[config.mk]
export PLATFORM = sky130hd
export DESIGN_NAME = ring_rotate_unit
export DESIGN_NICKNAME = d
export VERILOG_FILES = /design/src/rtl/ring_rot_pkg.sv /design/src/rtl/rot_ring_core.sv /design/src/rtl/rot_flag_calc.sv /design/src/rtl/rot_ctrl_regs.sv /design/src/rtl/ring_rotate_unit.sv
export SDC_FILE = /design/constraint.sdc
export NUM_CORES = 1
export LEC_CHECK = 0
export ABC_CLOCK_PERIOD_IN_PS = 5280
export BUFFER_PORTS_ARGS = -buffer_cell sky130_fd_sc_hd__buf_2
export CAP_MARGIN = 30
export CORE_UTILIZATION = 45
export CTS_CLUSTER_SIZE = 12
export DETAILED_ROUTE_END_ITERATION = 8
export GPL_TIMING_DRIVEN = 0
export HOLD_SLACK_MARGIN = 0.05
export MAX_ROUTING_LAYER = met4
export PLACE_DENSITY = 0.73
export SLEW_MARGIN = 20
export SYNTH_ARGS = -nofsm -noshare
export SYNTH_HDL_FRONTEND = slang
export SYNTH_HIERARCHICAL = 1
export SYNTH_SLANG_ARGS = --single-unit
[constraint.sdc]
create_clock -name clk -period 5.28 [get_ports clk]
set_input_delay 0.264 -clock clk [delete_from_list [all_inputs] [get_ports clk]]
set_output_delay 0.264 -clock clk [all_outputs]
set_load 0.02 [all_outputs]
[src/rtl/ring_rot_pkg.sv]
package ring_rot_pkg;

  localparam int unsigned WIDE_W   = 20;
  localparam int unsigned NARROW_W = 16;
  localparam int unsigned STEP_MAX = 4;
  localparam int unsigned CNT_W    = 3;
  localparam int unsigned MODE_W   = 3;

  typedef struct packed {
    logic neg;
    logic zero;
    logic cy;
    logic ovf;
  } rot_flags_t;

  // A count is accepted when it names between one and STEP_MAX places.
  function automatic logic count_in_range(input logic [CNT_W-1:0] cnt);
    return (cnt != '0) && (int'(cnt) <= int'(STEP_MAX));
  endfunction

endpackage

[src/rtl/rot_ring_core.sv]
module rot_ring_core #(
  parameter int unsigned DATA_W   = ring_rot_pkg::WIDE_W,
  parameter int unsigned NARROW_W = ring_rot_pkg::NARROW_W,
  parameter int unsigned STEP_MAX = ring_rot_pkg::STEP_MAX,
  parameter int unsigned CNT_W    = ring_rot_pkg::CNT_W
) (
  input  logic [DATA_W-1:0] operand,
  input  logic              carry_in,
  input  logic              wide_mode,
  input  logic [CNT_W-1:0]  count,
  output logic [DATA_W-1:0] rot_value,
  output logic              rot_carry
);
  localparam int unsigned PAD_W = DATA_W - NARROW_W;

  logic [DATA_W-1:0] stage_v [0:STEP_MAX];
  logic              stage_c [0:STEP_MAX];

  assign stage_v[0] = operand;
  assign stage_c[0] = carry_in;

  // One ring position per stage; the bit that leaves is always bit 0.
  for (genvar s = 0; s < STEP_MAX; s++) begin : g_step
    logic [DATA_W-1:0] wide_next;
    logic [DATA_W-1:0] narrow_next;
    assign wide_next   = {stage_c[s], stage_v[s][DATA_W-1:1]};
    assign narrow_next = {{PAD_W{1'b0}}, stage_c[s], stage_v[s][NARROW_W-1:1]};
    assign stage_v[s+1] = wide_mode ? wide_next : narrow_next;
    assign stage_c[s+1] = stage_v[s][0];
  end

  always_comb begin
    rot_value = stage_v[1];
    rot_carry = stage_c[1];
    for (int k = 1; k <= int'(STEP_MAX); k++) begin
      if (int'(count) == k) begin
        rot_value = stage_v[k];
        rot_carry = stage_c[k];
      end
    end
  end
endmodule

[src/rtl/rot_flag_calc.sv]
module rot_flag_calc #(
  parameter int unsigned DATA_W   = ring_rot_pkg::WIDE_W,
  parameter int unsigned NARROW_W = ring_rot_pkg::NARROW_W
) (
  input  logic [DATA_W-1:0]         rot_value,
  input  logic                      rot_carry,
  input  logic                      wide_mode,
  output ring_rot_pkg::rot_flags_t  flags
);
  always_comb begin
    flags.neg  = wide_mode ? rot_value[DATA_W-1] : rot_value[NARROW_W-1];
    flags.zero = (rot_value == '0);
    flags.cy   = rot_carry;
    flags.ovf  = 1'b0;
  end
endmodule

[src/rtl/rot_ctrl_regs.sv]
module rot_ctrl_regs #(
  parameter int unsigned DATA_W = ring_rot_pkg::WIDE_W,
  parameter int unsigned MODE_W = ring_rot_pkg::MODE_W
) (
  input  logic                     clk,
  input  logic                     rst,
  input  logic                     accept_op,
  input  logic                     reject_op,
  input  logic [DATA_W-1:0]        value_next,
  input  ring_rot_pkg::rot_flags_t flags_next,
  input  logic [MODE_W-1:0]        mode_next,
  output logic [DATA_W-1:0]        value_q,
  output ring_rot_pkg::rot_flags_t flags_q,
  output logic [MODE_W-1:0]        mode_q,
  output logic                     done_q,
  output logic                     err_q
);
  always_ff @(posedge clk) begin
    if (rst) begin
      value_q <= '0;
      flags_q <= '0;
      mode_q  <= '0;
      done_q  <= 1'b0;
      err_q   <= 1'b0;
    end else begin
      done_q <= accept_op;
      err_q  <= reject_op;
      if (accept_op) begin
        value_q <= value_next;
        flags_q <= flags_next;
        mode_q  <= mode_next;
      end
    end
  end

  assert_rejected_holds_R9: assert property (@(posedge clk) disable iff (rst)
    err_q |-> ($stable(value_q) && $stable(flags_q) && $stable(mode_q)));

  assert_pulses_exclusive_R10: assert property (@(posedge clk) disable iff (rst)
    !(done_q && err_q));

  assert_idle_holds_R10: assert property (@(posedge clk) disable iff (rst)
    !done_q |-> ($stable(value_q) && $stable(flags_q) && $stable(mode_q)));
endmodule

[src/rtl/ring_rotate_unit.sv]
module ring_rotate_unit #(
  parameter int unsigned DATA_W   = ring_rot_pkg::WIDE_W,
  parameter int unsigned NARROW_W = ring_rot_pkg::NARROW_W,
  parameter int unsigned STEP_MAX = ring_rot_pkg::STEP_MAX,
  parameter int unsigned CNT_W    = ring_rot_pkg::CNT_W,
  parameter int unsigned MODE_W   = ring_rot_pkg::MODE_W
) (
  input  logic              clk,
  input  logic              rst,
  input  logic              start,
  input  logic [DATA_W-1:0] operand,
  input  logic              carry_in,
  input  logic [CNT_W-1:0]  count,
  input  logic              wide_mode,
  input  logic [MODE_W-1:0] mode_in,
  output logic [DATA_W-1:0] result,
  output logic              flag_n,
  output logic              flag_z,
  output logic              flag_c,
  output logic              flag_v,
  output logic [MODE_W-1:0] mode_out,
  output logic              done,
  output logic              err
);
  import ring_rot_pkg::*;

  localparam int unsigned PAD_W = DATA_W - NARROW_W;

  // Named internal events for the checks below.
  logic              count_ok;
  logic              accept_op;
  logic              reject_op;
  logic [CNT_W-1:0]  exit_bit_idx;
  logic [DATA_W-1:0] rot_value;
  logic              rot_carry;
  rot_flags_t        flags_next;
  rot_flags_t        flags_q;

  assign count_ok     = count_in_range(count);
  assign accept_op    = start && count_ok;
  assign reject_op    = start && !count_ok;
  assign exit_bit_idx = count - CNT_W'(1);

  rot_ring_core #(
    .DATA_W(DATA_W), .NARROW_W(NARROW_W), .STEP_MAX(STEP_MAX), .CNT_W(CNT_W)
  ) core_i (
    .operand   (operand),
    .carry_in  (carry_in),
    .wide_mode (wide_mode),
    .count     (count),
    .rot_value (rot_value),
    .rot_carry (rot_carry)
  );

  rot_flag_calc #(.DATA_W(DATA_W), .NARROW_W(NARROW_W)) flags_i (
    .rot_value (rot_value),
    .rot_carry (rot_carry),
    .wide_mode (wide_mode),
    .flags     (flags_next)
  );

  rot_ctrl_regs #(.DATA_W(DATA_W), .MODE_W(MODE_W)) regs_i (
    .clk        (clk),
    .rst        (rst),
    .accept_op  (accept_op),
    .reject_op  (reject_op),
    .value_next (rot_value),
    .flags_next (flags_next),
    .mode_next  (mode_in),
    .value_q    (result),
    .flags_q    (flags_q),
    .mode_q     (mode_out),
    .done_q     (done),
    .err_q      (err)
  );

  assign flag_n = flags_q.neg;
  assign flag_z = flags_q.zero;
  assign flag_c = flags_q.cy;
  assign flag_v = flags_q.ovf;

  assert_carry_from_bit_R4: assert property (@(posedge clk) disable iff (rst)
    done |-> (flag_c == $past(operand[exit_bit_idx])));

  assert_narrow_upper_clear_R3: assert property (@(posedge clk) disable iff (rst)
    (done && !$past(wide_mode)) |-> (result[DATA_W-1:NARROW_W] == PAD_W'(0)));

  assert_top_bit_from_carry_R2: assert property (@(posedge clk) disable iff (rst)
    (done && $past(wide_mode) && ($past(count) == CNT_W'(1)))
      |-> (result[DATA_W-1] == $past(carry_in)));

  assert_overflow_clear_R7: assert property (@(posedge clk) disable iff (rst)
    done |-> !flag_v);

  assert_zero_flag_R6: assert property (@(posedge clk) disable iff (rst)
    done |-> (flag_z == (result == '0)));

  assert_mode_copied_R8: assert property (@(posedge clk) disable iff (rst)
    done |-> (mode_out == $past(mode_in)));

  assert_valid_gives_done_R10: assert property (@(posedge clk) disable iff (rst)
    accept_op |=> (done && !err));

  assert_invalid_gives_err_R9: assert property (@(posedge clk) disable iff (rst)
    reject_op |=> (err && !done));
endmodule

# Word level (Yosys, flattened, before mapping)

Index checks and enable logic that the tools add are counted.

$lt $le $gt $ge: 1
Eq/ne operators: 3
Mux-type cells: 11
Reduce and logical (&&, ||, !) cells: 6

Operators by type and width:

| kind                 | number |
|---|---|
| $mux W20             | 7 |
| $logic_not A20 Y1    | 1 |
| $eq A3 B3 Y1 const B | 3 |
| $mux W1              | 4 |
| $le A3 B3 Y1 const B | 1 |
| $logic_and A1 B1 Y1  | 3 |
| $reduce_bool A3 Y1   | 1 |
| $logic_not A1 Y1     | 1 |

Register bits: 28
Bits of input ports: 31
Output and inout port bits: 29

# Longest topological paths before layout

Depth in word-level cells: 6
Depth in mapped cells: 10

# Modules after synthesis

The synthesis kept the hierarchy.

By module, submodules not included:

| module           | times used | cells an instance | area an instance (sq um) | seq. area each (sq um) |
|---|---|---|---|---|
| rot_ctrl_regs    | 1          | 91                | 1,029.7                  | 580.6 |
| rot_ring_core    | 1          | 136               | 1,029.7                  | 0.0 |
| rot_flag_calc    | 1          | 12                | 73.8                     | 0.0 |
| ring_rotate_unit | 1          | 4                 | 25.0                     | 0.0 |

# Worst setup path after synthesis

No wires, ideal clock.

Path type: input port to flip-flop
From: input wide_mode
To: register, netlist name regs_i/flags_q[2]
Arrival time: 1.782 ns
Required time: 5.216 ns
Slack: 3.434 ns
Stages: 8
Buffers on the path: 0
Path through: mux4_2 > mux2_2 > mux2_4 > nor4_1 > nand2_1 > nor2_1 > mux2i_1 > nor2_1

RTL lines:

| item        | RTL line               | source |
|---|---|---|
| from (decl) | ring_rotate_unit.sv:14 | `input logic wide_mode,` |

==> impl_metrics.env <==
export IMPL_drc=4
export IMPL_dpl_hpwl_um=4235
export IMPL_vias=2044
export IMPL_rows=24
export IMPL_gp_congestion=0.9108
export IMPL_drv_cap=0
export IMPL_clk_pin_slew_ns=0.06
export IMPL_worstPathRequired_ns=5.50
export IMPL_finalHoldViolations=0
export IMPL_drv_slew=0
export IMPL_arrival_ns=2.16
export IMPL_first_iter_violations=203
export IMPL_min_period_ns=1.940
export IMPL_io_pins=60
export IMPL_synth_seq_cells=29
export IMPL_ys_warn_count=6
export IMPL_cp_end_kind="register"
export IMPL_clk_latency_ns=0.28
export IMPL_avgSynthCellArea_um2=8.882
export IMPL_leakage_nw=1.177
export IMPL_grt_max_degree=11
export IMPL_yosysMostFrequentCell="mux2i_1"
export IMPL_cts_root_buffer="clkbuf_8"
export IMPL_ys_flop_type="dfxtp_1"
export IMPL_final_setup_tns_ns=0
export IMPL_pre_cts_ws_ns=3.054
export IMPL_synthCells=243
export IMPL_cts_buffer_depth=2
export IMPL_max_freq_ghz=0.5154
export IMPL_drtAntennaViolNets=0
export IMPL_overflow=0
export IMPL_postCtsSetupRepairBufs=0
export IMPL_wl_per_cell_um=15.49
export IMPL_num_nets_final=339
export IMPL_p_comb_share_pct=27.8
export IMPL_setup_violations=0
export IMPL_cts_buffers_inserted=5
export IMPL_setup_slack_ns=3.340
export IMPL_violations="DRC"
export IMPL_synthesis_area_mm2=0.002158
export IMPL_grt_pass1_wl_um=9315
export IMPL_cts_sinks=29
export IMPL_port_buffer_count=58
export IMPL_htree_levels=2
export IMPL_synth_common_cells="mux2i_1 (41), dfxtp_1 (29), nor2_1 (28)"
export IMPL_synth_nets=274
export IMPL_synth_distinct_cells=38
export IMPL_drtPass1Iterations=7
export IMPL_p_clk_share_pct=36.0
export IMPL_switching_share_pct=29.01
export IMPL_critPathLaunch="wide_mode"
export IMPL_yosys_area_top_type="dfxtp_1"
export IMPL_drive_gt1_share_pct=33.98
export IMPL_routed_via_density=5.662
export IMPL_n_antenna_cell=0
export IMPL_path_class="in2reg"
export IMPL_powerDensity_mw_per_mm2=248.9
export IMPL_post_cts_resized=0
export IMPL_grt_pass1_vias=2009
export IMPL_hp_class="in2reg"
export IMPL_ys_seq_area_share_pct=26.90
export IMPL_crit_path_max_fanout=10
export IMPL_die_area_mm2=0.005077
export IMPL_hold_worst_slack_ns=0.2206
export IMPL_dieHeight_um=71.26
export IMPL_async_reset_ff_share_pct=0
export IMPL_coreArea_mm2=0.004474
export IMPL_cts_hold_buffers_added=0
export IMPL_fin_crit_sh_pct=36.75
export IMPL_worstSetupStartpointType="input pin"
export IMPL_die_width_um=71.26
export IMPL_synthToLayoutAreaGrowth_pct=22.03
export IMPL_p_switching_mw=0.1902
export IMPL_grt_usage_pct=23.89
export IMPL_timing_rr_start="regs_i/value_q[8]$_SDFFE_PP0P_"
export IMPL_finalPower_mw=0.6556
export IMPL_grt_antenna_before_repair=0
export IMPL_cts_tree="yes"
export IMPL_synth_area_leaders="dfxtp_1 (27%), mux2i_1 (19%), mux2_2 (9.4%)"
export IMPL_p_int_mw=0.4654
export IMPL_fin_worst_skew_ns=0
export IMPL_ir_worst_vdd_uv=202.0
export IMPL_yosys_area_top_type_share_pct=26.90
export IMPL_wl_um=5592
export IMPL_start_util_pct=48.24
export IMPL_synth_edf_count=0
export IMPL_rsz0062_at_grt="no"
export IMPL_seqPwrFrac_pct=36.2
export IMPL_status="finished, violations left"
export IMPL_holdCritStartpoint="mode_in[0]"
[layout make-up]
cell class / count / area (um^2)
Clock inverter: 2 / 37.54
Fill cell: 421 / 1841
Clock buffer: 6 / 82.58
Multi-Input combinational cell: 191 / 1413
Sequential cell: 29 / 580.6
Buffer: 23 / 165.2
Tap cell: 52 / 65.06
Timing Repair Buffer: 58 / 290.3
[sequential cells by signal (all words and copies together) (netlist names)]
signal and count:
regs_i/flags_q 4, regs_i/mode_q 3, regs_i/done_q 1, regs_i/err_q 1
regs_i/value_q 20
[path summary, 6_finish.rpt]
check	to	cells after the start	slack, ns
setup reg to reg	regs_i/value_q[8]$_SDFFE_PP0P_	2	4.65
hold / removal	regs_i/mode_q[0]$_SDFFE_PP0P_	3	0.22
setup / recovery	regs_i/flags_q[2]$_SDFFE_PP0P_	9	3.34
hold reg to reg	regs_i/value_q[19]$_SDFFE_PP0P_	2	0.49
[critical path, cell delays in order]
cell and delay [ns]:
buf_2 0.13, buf_2 0.23, mux4_2 0.52, mux2_4 0.31, nor4_1 0.30, nand2_1 0.10
nor2_1 0.13, mux2i_1 0.09, nor2_1 0.08
[cells in the final DEF (no fill, tap or decap), drive strengths merged]
cell,n
and3b,1
a31oi,6
mux4,2
conb,1
nor2,28
a21boi,1
buf,75
nor3,1
and3,1
o21bai,3
nand2,11
nand3,1
clkinvlp,1
nor3b,1
bufinv,1
nor2b,5
a22oi,3
o21ai,16
mux2i,41
dfxtp,29
nand3b,1
or3,1
a21o,3
nor4b,1
clkbuf,12
o211ai,14
a21oi,1
nor4,5
nand2b,16
mux2,21
and2,1
nor4bb,1
o31ai,4
[stage by stage]
step / std cells / util [%] / area, um^2
finish: 361 / 58.86 / 2634
global route: 361 / 58.86 / 2634
CTS: 361 / 58.86 / 2634
detailed placement: 353 / 56.18 / 2514
global placement: 353 / 56.18 / 2514
floorplan: 243 / - / 2158
[power by group through the flow]
stage	Clock (mW)	Combinational (mW)	Sequential, mW
final	0.236	0.182	0.238
after global routing	0.250	0.199	0.239
after CTS	0.242	0.181	0.238
after detailed placement	0	0.181	0.242
after global placement	0	0.178	0.242
after floorplan	0	0.109	0.258
[layer usage]
metal / track usage [%] / routed length (um) / vias to the layer above
met3: 3.094 / 320 / 6
met4: 7.556 / 74 / 0
met1: 31.83 / 2630 / 962
li1: - / - / 1015
met5: - / 0 / -
met2: 37.78 / 2567 / 61
[logic make-up after synthesis]
group | after synthesis | synth area share, %
AOI/OAI and AO/OA | 51 | 15.42
buffers and inverters | 23 | 7.652
DFF | 29 | 26.90
muxes | 64 | 32.23
other | 1 | 0.1737
and+or+nand+nor | 75 | 17.62
(Power assumes the default switching activity.)
